[src/rtl/margin_seq_pkg.sv]
package margin_seq_pkg;

  typedef enum logic [1:0] {
    OP_STOP   = 2'd0,
    OP_CLEAR  = 2'd1,
    OP_TIMING = 2'd2,
    OP_VOLT   = 2'd3
  } opKind_e;

  // control register 0 field positions
  localparam int C0_START = 0;
  localparam int C0_TIM   = 1;
  localparam int C0_VOL   = 2;
  localparam int C0_ERST  = 3;
  localparam int C0_DIR   = 4;
  localparam int C0_LANE  = 5;
  localparam int LANE_W   = 3;
  localparam int REG_W    = 8;
  localparam int OFS_W    = 7;

  typedef struct packed {
    logic latchReq;
    logic issueCtl1;
    logic issueCtl0;
    logic clrAckSeen;
    logic setAckSeen;
    logic setAckTo;
    logic setStatTo;
  } seqStrobe_t;

endpackage

[src/rtl/msq_ctrl.sv]
module msq_ctrl
  import margin_seq_pkg::*;
#(
  parameter int TIMEOUT_CYCLES = 250000
) (
  input  logic       clk,
  input  logic       rstN,
  input  logic       reqValid,
  input  opKind_e    reqOp,
  input  logic       phyWrAck,
  input  logic       phyStatusWr,
  output logic       reqReady,
  output logic       done,
  output seqStrobe_t strobe
);

  localparam int CW = (TIMEOUT_CYCLES > 1) ? $clog2(TIMEOUT_CYCLES) : 1;
  localparam logic [CW-1:0] LAST = CW'(TIMEOUT_CYCLES - 1);

  typedef enum logic [2:0] {
    S_IDLE, S_WR1, S_WR0, S_ACK, S_STAT, S_DONE
  } seqState_e;

  seqState_e state, nextState;
  logic [CW-1:0] waitCnt;
  logic skipStat;
  logic accept;
  logic cntExpired;

  assign reqReady   = (state == S_IDLE);
  assign done       = (state == S_DONE);
  assign accept     = reqValid && reqReady;
  assign cntExpired = (waitCnt == LAST);

  always_comb begin
    nextState = state;
    strobe    = '0;
    unique case (state)
      S_IDLE: begin
        if (accept) begin
          strobe.latchReq   = 1'b1;
          strobe.clrAckSeen = 1'b1;
          nextState = (reqOp == OP_TIMING || reqOp == OP_VOLT) ? S_WR1 : S_WR0;
        end
      end
      S_WR1: begin
        strobe.issueCtl1 = 1'b1;
        nextState = S_WR0;
      end
      S_WR0: begin
        strobe.issueCtl0 = 1'b1;
        nextState = S_ACK;
      end
      S_ACK: begin
        if (phyWrAck) begin
          strobe.setAckSeen = 1'b1;
          nextState = skipStat ? S_DONE : S_STAT;
        end else if (cntExpired) begin
          strobe.setAckTo = 1'b1;
          nextState = skipStat ? S_DONE : S_STAT;
        end
      end
      S_STAT: begin
        if (phyStatusWr) begin
          nextState = S_DONE;
        end else if (cntExpired) begin
          strobe.setStatTo = 1'b1;
          nextState = S_DONE;
        end
      end
      S_DONE: nextState = S_IDLE;
      default: nextState = S_IDLE;
    endcase
  end

  always_ff @(posedge clk or negedge rstN) begin
    if (!rstN) begin
      state    <= S_IDLE;
      skipStat <= 1'b0;
      waitCnt  <= '0;
    end else begin
      state <= nextState;
      if (accept) skipStat <= (reqOp == OP_CLEAR);
      if (nextState != state) waitCnt <= '0;
      else if (state == S_ACK || state == S_STAT) waitCnt <= waitCnt + 1'b1;
    end
  end


  one_req_chk: assert property (@(posedge clk) disable iff (!rstN)
    accept |=> !reqReady);


  done_pulse_chk: assert property (@(posedge clk) disable iff (!rstN)
    done |=> (!done && reqReady));


  cnt_bound_chk: assert property (@(posedge clk) disable iff (!rstN)
    waitCnt <= LAST);

endmodule

[src/rtl/msq_dp.sv]
module msq_dp
  import margin_seq_pkg::*;
(
  input  logic              clk,
  input  logic              rstN,
  input  seqStrobe_t        strobe,
  input  opKind_e           reqOp,
  input  logic [OFS_W-1:0]  reqOffset,
  input  logic              reqDir,
  input  logic [LANE_W-1:0] reqLane,
  output logic              wrValid,
  output logic              wrAddr,
  output logic              wrCommit,
  output logic [REG_W-1:0]  wrData,
  output logic              ackSeen,
  output logic              ackTimeout,
  output logic              statusTimeout
);

  opKind_e           opQ;
  logic [OFS_W-1:0]  offsetQ;
  logic              dirQ;
  logic [LANE_W-1:0] laneQ;
  logic [REG_W-1:0]  mirror;
  logic [REG_W-1:0]  ctl0Data;
  logic [REG_W-1:0]  ctl1Data;

  always_comb begin
    ctl0Data = mirror;
    unique case (opQ)
      OP_STOP:  ctl0Data[C0_START] = 1'b0;
      OP_CLEAR: ctl0Data[C0_ERST]  = 1'b1;
      OP_TIMING, OP_VOLT: begin
        ctl0Data = '0;
        ctl0Data[C0_START] = 1'b1;
        ctl0Data[C0_TIM]   = (opQ == OP_TIMING);
        ctl0Data[C0_VOL]   = (opQ == OP_VOLT);
        ctl0Data[C0_DIR]   = dirQ;
        ctl0Data[C0_LANE +: LANE_W] = laneQ;
      end
      default: ctl0Data = mirror;
    endcase
  end

  always_comb begin
    if (opQ == OP_TIMING) ctl1Data = {2'b00, offsetQ[5:0]};
    else                  ctl1Data = {1'b0, offsetQ};
  end

  assign wrValid  = strobe.issueCtl0 || strobe.issueCtl1;
  assign wrAddr   = strobe.issueCtl1;
  assign wrCommit = strobe.issueCtl0;
  assign wrData   = strobe.issueCtl1 ? ctl1Data : (strobe.issueCtl0 ? ctl0Data : '0);

  always_ff @(posedge clk or negedge rstN) begin
    if (!rstN) begin
      opQ           <= OP_STOP;
      offsetQ       <= '0;
      dirQ          <= 1'b0;
      laneQ         <= '0;
      mirror        <= '0;
      ackSeen       <= 1'b0;
      ackTimeout    <= 1'b0;
      statusTimeout <= 1'b0;
    end else begin
      if (strobe.latchReq) begin
        opQ     <= reqOp;
        offsetQ <= reqOffset;
        dirQ    <= reqDir;
        laneQ   <= reqLane;
      end
      if (strobe.issueCtl0) mirror <= ctl0Data;
      if (strobe.clrAckSeen)      ackSeen <= 1'b0;
      else if (strobe.setAckSeen) ackSeen <= 1'b1;
      if (strobe.setAckTo)  ackTimeout    <= 1'b1;
      if (strobe.setStatTo) statusTimeout <= 1'b1;
    end
  end


  ctl1_then_commit_chk: assert property (@(posedge clk) disable iff (!rstN)
    (wrValid && !wrCommit) |=> (wrValid && wrCommit && !wrAddr));


  mirror_track_chk: assert property (@(posedge clk) disable iff (!rstN)
    (wrValid && wrCommit) |=> (mirror == $past(wrData)));


  ack_to_sticky_chk: assert property (@(posedge clk) disable iff (!rstN)
    ackTimeout |=> ackTimeout);


  stat_to_sticky_chk: assert property (@(posedge clk) disable iff (!rstN)
    statusTimeout |=> statusTimeout);

endmodule

[src/rtl/margin_wr_seq.sv]
module margin_wr_seq
  import margin_seq_pkg::*;
#(
  parameter int TIMEOUT_CYCLES = 250000
) (
  input  logic       clk,
  input  logic       rstN,
  input  logic       reqValid,
  output logic       reqReady,
  input  logic [1:0] reqOp,
  input  logic [6:0] reqOffset,
  input  logic       reqDir,
  input  logic [2:0] reqLane,
  output logic       wrValid,
  output logic       wrAddr,
  output logic       wrCommit,
  output logic [7:0] wrData,
  input  logic       phyWrAck,
  input  logic       phyStatusWr,
  output logic       done,
  output logic       ackSeen,
  output logic       ackTimeout,
  output logic       statusTimeout
);

  seqStrobe_t strobe;
  opKind_e    opIn;

  assign opIn = opKind_e'(reqOp);

  msq_ctrl #(.TIMEOUT_CYCLES(TIMEOUT_CYCLES)) ctrlInst (
    .clk(clk), .rstN(rstN), .reqValid(reqValid), .reqOp(opIn),
    .phyWrAck(phyWrAck), .phyStatusWr(phyStatusWr),
    .reqReady(reqReady), .done(done), .strobe(strobe)
  );

  msq_dp dpInst (
    .clk(clk), .rstN(rstN), .strobe(strobe), .reqOp(opIn),
    .reqOffset(reqOffset), .reqDir(reqDir), .reqLane(reqLane),
    .wrValid(wrValid), .wrAddr(wrAddr), .wrCommit(wrCommit), .wrData(wrData),
    .ackSeen(ackSeen), .ackTimeout(ackTimeout), .statusTimeout(statusTimeout)
  );

endmodule

[config.mk]
export PLATFORM = sky130hd
export DESIGN_NAME = margin_wr_seq
export DESIGN_NICKNAME = d
export VERILOG_FILES = /design/src/rtl/margin_seq_pkg.sv /design/src/rtl/msq_ctrl.sv /design/src/rtl/msq_dp.sv /design/src/rtl/margin_wr_seq.sv
export SDC_FILE = /design/constraint.sdc
export NUM_CORES = 1
export LEC_CHECK = 0
export ABC_AREA = 1
export BUFFER_PORTS_ARGS = -buffer_cell sky130_fd_sc_hd__buf_2
export CORE_ASPECT_RATIO = 0.5
export CORE_UTILIZATION = 55
export CTS_BUF_LIST = sky130_fd_sc_hd__clkbuf_8
export DETAILED_ROUTE_END_ITERATION = 16
export PLACE_DENSITY_LB_ADDON = 0.15
export SYNTH_ARGS = -nofsm -noshare
export SYNTH_HDL_FRONTEND = slang
export SYNTH_SLANG_ARGS = --single-unit
[constraint.sdc]
create_clock -name clk -period 1.8 [get_ports clk]
set_clock_uncertainty 0.05 [all_clocks]
set_input_delay 0 -clock clk [delete_from_list [all_inputs] [get_ports clk]]
set_output_delay 0 -clock clk [all_outputs]
set_load 0.1 [all_outputs]
# [After elaboration in Yosys (flattened, before gate mapping)]
# Cells that the tools add are included.
[word_totals] input_bits=18 ff_bits=46 output_inout_bits=16 word_cells=63
[op_classes] reduce_logical=9 n_addsub=1 n_eq_ne=13 muxes=29
[op_table] operator="two-way mux 18 bit" n=2
[op_table] operator="adder 18 x 1 -> 18 bit (second input constant)" n=1
[op_table] operator="== test 18 bit (second input constant)" n=1
[op_table] operator="two-way mux 8 bit" n=2
[op_table] operator="two-way mux 3 bit" n=5
[op_table] operator="one-hot mux 3 bit (5 select lines)" n=1
[op_table] operator="two-way mux 1 bit" n=12
[op_table] operator="== test 2 bit (second input constant)" n=4
[op_table] operator="two-way mux 7 bit" n=1
[op_table] operator="== test 3 x 2 -> 1 bit (second input constant)" n=2
[op_table] operator="== test 3 bit (second input constant)" n=2
[op_table] operator="two-way mux 2 bit" n=3
[op_table] operator="== test 2 x 1 -> 1 bit (second input constant)" n=2
[op_table] operator="two-way mux 4 bit" n=1
[op_table] operator="one-hot mux 1 bit (2 select lines)" n=2
[op_table] operator="nonzero test 2 bit" n=2
[op_table] operator="== test 3 x 1 -> 1 bit (second input constant)" n=1
[op_table] operator="zero test 3 bit" n=1
[op_table] operator="logical OR 1 bit" n=3
[op_table] operator="!= test 3 bit" n=1
[op_table] operator="zero test 2 bit" n=1
[op_table] operator="OR reduction 2 bit" n=1
[op_table] operator="logical AND 1 bit" n=1

# [Depth between registers and ports, before layout]
[depth] depth_word=7 mapped_depth=12 depth_no_buf=11

# [Modules after synthesis]
# A second synthesis with hierarchy kept.
[hier_totals] cells_unflattened=342 hier_area_um2=2638.8
[modules_own_cells] module="msq_ctrl" area_each_um2=1486.4 n_inst=1 cells_per_inst=199
[modules_own_cells] module="msq_dp" area_each_um2=1152.4 n_inst=1 cells_per_inst=143

# [Worst setup path before layout]
# Ideal clock, no wire load.
[synth_path] path_type="register to register" from="register ctrlInst.state[0]" to="register ctrlInst.waitCnt[10]" arrival_time_ns=2.660 synth_period_minus_slack_ns=2.831 path_stages_with_launch=10 slack_ns=-1.031 setup_ns=0.121 required_ns=1.629 path_cell_list="dfrtp_1 nor3_2 nand2_4 nor2_2 nor2_1 o21ai_0 inv_1 nand2_4 buf_6 nor2_2"
[synth_via] elab_chain_len=6
[synth_lines] element="from (decl)" line_no="msq_ctrl.sv:24" source="seqState_e state, nextState;"
[synth_lines] element="from (signal assigned)" line_no="msq_ctrl.sv:82" source="state <= nextState;"
[synth_lines] element="zero test 3 bit *" line_no="msq_ctrl.sv:30" source="assign reqReady = (state == S_IDLE);"
[synth_lines] element="net reqReady" line_no="margin_wr_seq.sv:9" source="output logic reqReady,"
[synth_lines] element="logical AND 1 bit" line_no="msq_ctrl.sv:32" source="assign accept = reqValid && reqReady;"
[synth_lines] element="two-way mux 3 bit" line_no="msq_ctrl.sv:40" source="if (accept) begin"
[synth_lines] element="one-hot mux 3 bit (5 select lines) *" line_no="msq_ctrl.sv:38" source="unique case (state)"
[synth_lines] element="!= test 3 bit *" line_no="msq_ctrl.sv:84" source="if (nextState != state) waitCnt <= '0;"
[synth_lines] element="two-way mux 18 bit or nonzero test 2 bit (tied branches)"
[synth_lines] element="to (signal assigned)" line_no="msq_ctrl.sv:85" source="else if (state == S_ACK || state == S_STAT) waitCnt <= waitCnt + 1'b1;"
[synth_lines] element="to (decl)" line_no="msq_ctrl.sv:25" source="logic [CW-1:0] waitCnt;"
# Mark *: on every way through the listed nets, which the timed path passes. The rest lies on a longest branch.
# A chain may end at the register's enable or synchronous reset.

# [Worst setup path after layout]
[layout_path] from="register ctrlInst.state[0]" to="output wrData[3]"
[layout_via] elab_chain_len=4
[layout_lines] element="== test 3 x 2 -> 1 bit" line_no="msq_ctrl.sv:38"
[layout_lines] element="two-way mux 1 bit" line_no="msq_ctrl.sv:38"
[layout_lines] element="two-way mux 8 bit" line_no="msq_dp.sv:53" source="assign wrData = strobe.issueCtl1 ? ctl1Data : (strobe.issueCtl0 ? ctl0Data : '0);"
[layout_lines] element="two-way mux 8 bit *" line_no="msq_dp.sv:53"
[layout_lines] element="to (decl)" line_no="margin_wr_seq.sv:17" source="output logic [7:0] wrData,"
# Mark *: on every way between the ends. The rest lies on a longest branch, timed or not.

==> flow_metrics.py <==
metrics = {
    "status": {
        "status": "complete, no violations",
    },
    "synthesis": {
        "synth_top_area_share_pct": 49.33,
        "avgSynthCellArea_um2": 8.019,
        "synth.largest_area_cell": "dfrtp_1",
        "synth_top_cells_by_area": "dfrtp_1, nand2_1, inv_1, nor2_1, xor2_1",
        "netlist_instances": 291,
        "synth_area_um2": 2333,
        "yosys_warnings": 0,
        "syn-num-nets": 310,
        "synth.distinct_cells": 30,
        "synth_seq_cells": 46,
        "seq_area_frac_synth_pct": 49.33,
    },
    "detailed_routing": {
        "drc_errors": 0,
        "wl_um": 5877,
        "vias": 2163,
        "drtIter0Drc": 100,
        "avgViaCountPerCell": 5.138,
        "post_drt_wl_per_cell_um": 13.96,
        "dr.pass1.iters": 4,
        "antenna_left": 0,
    },
    "pwr": {
        "p_leak_nw": 1.596,
        "total_power_w": 0.006105,
        "irDropWorstVdd_uv": 865.4,
        "cellPowerDensity_nw_per_um2": 1880,
    },
    "clock_network": {
        "path_clk_slew_ps": 100,
        "cts_buffers": 5,
        "clk_latency_ps": 310,
        "htree_levels": 2,
        "clockBufferDepth": 2,
        "cts_tree": "built",
        "clockRootBuffer": "clkbuf_8",
        "cts.sinks": 46,
    },
    "timing": {
        "hold_viol": 0,
        "finalSetupViolCount": 0,
        "worstMarginPinSlew_ps": 498.9,
        "maxSlewHeadroom_pct": 66.97,
        "worst_slack_ps": 12.29,
        "fmax_ghz": 0.5594,
        "period_share_pct": 99.32,
        "tns_ps": 0,
        "drv_slew": 0,
        "period_minus_slack_ps": 1788,
        "rsz0062_at_grt": "yes",
    },
    "critical_path": {
        "cp_cell_sequence": "inv_1 > nand3_2 > clkinvlp_4 > o211ai_1 > nand2_4 > buf_12",
        "start_kind": "flop",
        "cp-end-kind": "output pin",
        "critPathMaxStageDelay_ps": 470,
        "critPathRequiredTime_ps": 1750,
        "crit_type": "flop to output pin",
        "slowest_stage": "dfrtp_2",
        "path_max_fanout": 6,
        "worst-endpoint-arrival_ps": 1740,
    },
    "floorplanning": {
        "rows": 16,
        "start_util_pct": 58.57,
        "die_w_um": 94.12,
        "core_area_um2": 3984,
        "fp.dieArea_um2": 4523,
        "io_pins": 34,
        "fp.dieH_um": 48.06,
    },
    "placement": {
        "gp_congestion": 0.8610,
        "pre_cts_slack_ps": -15.03,
        "port_buffers": 33,
        "place_hpwl_um": 3718,
    },
    "grt": {
        "grt_max_degree": 20,
        "grt_usage_pct": 26.60,
        "grt_pass1_vias": 1927,
        "grt_pass1_wl_um": 8776,
        "grt-ovfl-total": 0,
        "antenna_found_initial": 0,
    },
    "final_layout": {
        "regArea_um2": 1156,
        "syn_to_final_growth_pct": 39.14,
        "fillCellCount": 271,
        "drive_above_1_share_pct": 32.43,
        "n_antenna_cell": 0,
        "multi_input_area_um2": 1160,
        "fin_nets": 385,
    },
    "run": {
        "cap_violations": 0,
    },
    "worst_hold_path": {
        "hp-class": "input pin to asynchronous set/reset pin",
    },
}
stage by stage:
| stage | hold slack, ps | util (%) | cells | cell area [um2] |
|---|---|---|---|---|
| 2_1_floorplan | -345.6 | - | 291 | 2386 |
| 3_3_place_gp | -138.7 | 69.97 | 384 | 2788 |
| 3_5_place_dp | -134.6 | 69.97 | 384 | 2788 |
| 4_1_cts | 70.27 | 77.39 | 410 | 3083 |
| 5_1_grt | 86.49 | 81.50 | 421 | 3247 |
| 6_report | 59.05 | 81.50 | 421 | 3247 |
cell type report:
cell class                      instances  area share (%)
Timing Repair Buffer                   69           18.88
Multi-Input combinational cell        206           35.72
Inverter                               37           4.586
Clock inverter                          3          0.7707
Clock buffer                            5           2.119
Tap cell                               54           2.081
Sequential cell                        46           35.61
Timing Repair inverter                  1          0.2312
repair_timing:
item	4_1_cts	5_1_grt
hold buffers	17	0
endpoints found under the setup margin	19	25
pin swaps	1	6
buffers inserted	0	8
cloned	1	3
gates resized for setup	6	23
endpoints found under the hold margin	65	0
cell families after synthesis:
| group | Yosys count | synth area share [%] |
|---|---|---|
| AO/OA/AOI/OAI | 25 | 5.844 |
| flip-flops | 46 | 49.33 |
| XOR/XNOR | 13 | 4.879 |
| adder cells (fa/ha/maj) | 1 | 0.5361 |
| AND/OR/NAND/NOR | 162 | 31.37 |
| buffers and inverters | 42 | 7.185 |
| multiplexers | 2 | 0.8579 |
Yosys cell counts:
| library cell | instances |
|---|---|
| buf_6 | 1 |
| dfrtp_1 | 46 |
| nand2_1 | 94 |
| nand3_1 | 12 |
| nor3_2 | 1 |
| clkbuf_1 | 4 |
| o21ai_1 | 1 |
| nor2_2 | 11 |
| nand4_2 | 1 |
| nand2_2 | 1 |
| mux2i_1 | 2 |
| nor2_4 | 2 |
| a21oi_1 | 2 |
| clkinv_1 | 1 |
| o22ai_1 | 1 |
| inv_1 | 35 |
| nand4_1 | 4 |
| nand3_2 | 3 |
| inv_4 | 1 |
| nor2_1 | 28 |
| o31ai_1 | 1 |
| o21bai_1 | 1 |
| o211ai_1 | 2 |
| xnor2_1 | 3 |
| nand2_4 | 2 |
| or2_2 | 1 |
| xor2_1 | 10 |
| nor3_1 | 2 |
| ha_1 | 1 |
| o21ai_0 | 17 |
power by group:
| part | leakage [nW] | switching (W) | internal [W] |
|---|---|---|---|
| sequential | 0.595 | 0.000221 | 0.00132 |
| clock | 0.0447 | 0.000383 | 0.000281 |
| combinational | 0.956 | 0.00270 | 0.00120 |
| total | 1.60 | 0.00331 | 0.00280 |
state kept, by name, summed over array words and instances (netlist names):
| register | count |
|---|---|
| dpInst.opQ | 2 |
| dpInst.statusTimeout | 1 |
| dpInst.mirror | 8 |
| dpInst.ackSeen | 1 |
| ctrlInst.state | 3 |
| ctrlInst.waitCnt | 18 |
| dpInst.ackTimeout | 1 |
| dpInst.offsetQ | 7 |
| dpInst.laneQ | 3 |
| dpInst.dirQ | 1 |
| ctrlInst.skipStat | 1 |
cell usage in the layout, fill, tap and decap left out, types with 3 or more instances in the layout:
cell            n
inv_1          32
dfrtp_1        42
nand2_2        12
nor2_2         16
buf_4          19
clkbuf_8        5
dlygate4sd3_1  17
dfrtp_2         4
buf_12          9
nand4_1         4
nand2_1        82
nand2_4         4
clkinvlp_4      3
o21ai_0        15
nand3_2         5
xor2_1          9
xnor2_1         3
buf_2          24
nand3_1        10
nor2_1         23
layer usage:
| layer | wire length (um) | up-vias | track usage [%] |
|---|---|---|---|
| li1 | - | 1052 | - |
| met1 | 2529 | 1059 | 32.54 |
| met2 | 3066 | 44 | 49.78 |
| met3 | 222 | 8 | 6.508 |
| met4 | 59 | 0 | 6.154 |
| met5 | 0 | - | 0 |
path summary, 6_finish.rpt:
path | from | endpoint | slack (ps) | cells past startpoint
setup / recovery | ctrlInst.state[0]$_DFF_PN0_ | wrData[3] | 10 | 6
hold / removal | rstN | dpInst.dirQ$_DFFE_PN0P_ | 60 | 2
setup reg to reg | ctrlInst.waitCnt[1]$_DFFE_PN0P_ | ctrlInst.waitCnt[0]$_DFFE_PN0P_ | 60 | 11
hold reg to reg | dpInst.ackTimeout$_DFFE_PN0P_ | dpInst.ackTimeout$_DFFE_PN0P_ | 430 | 1
max in group asynchronous | rstN | ctrlInst.waitCnt[10]$_DFFE_PN0P_ | 1050 | 3
min in group clk | reqOffset[1] | dpInst.offsetQ[1]$_DFFE_PN0P_ | 360 | 4
worst max-delay path, delay by kind of cell, from the launching register on:
family          cells  cell delay (ps)
buf+inv             3              500
simple gates        2              300
flops               1              470
compound gates      1              160
Note: power is estimated with default switching activity, not from simulation.
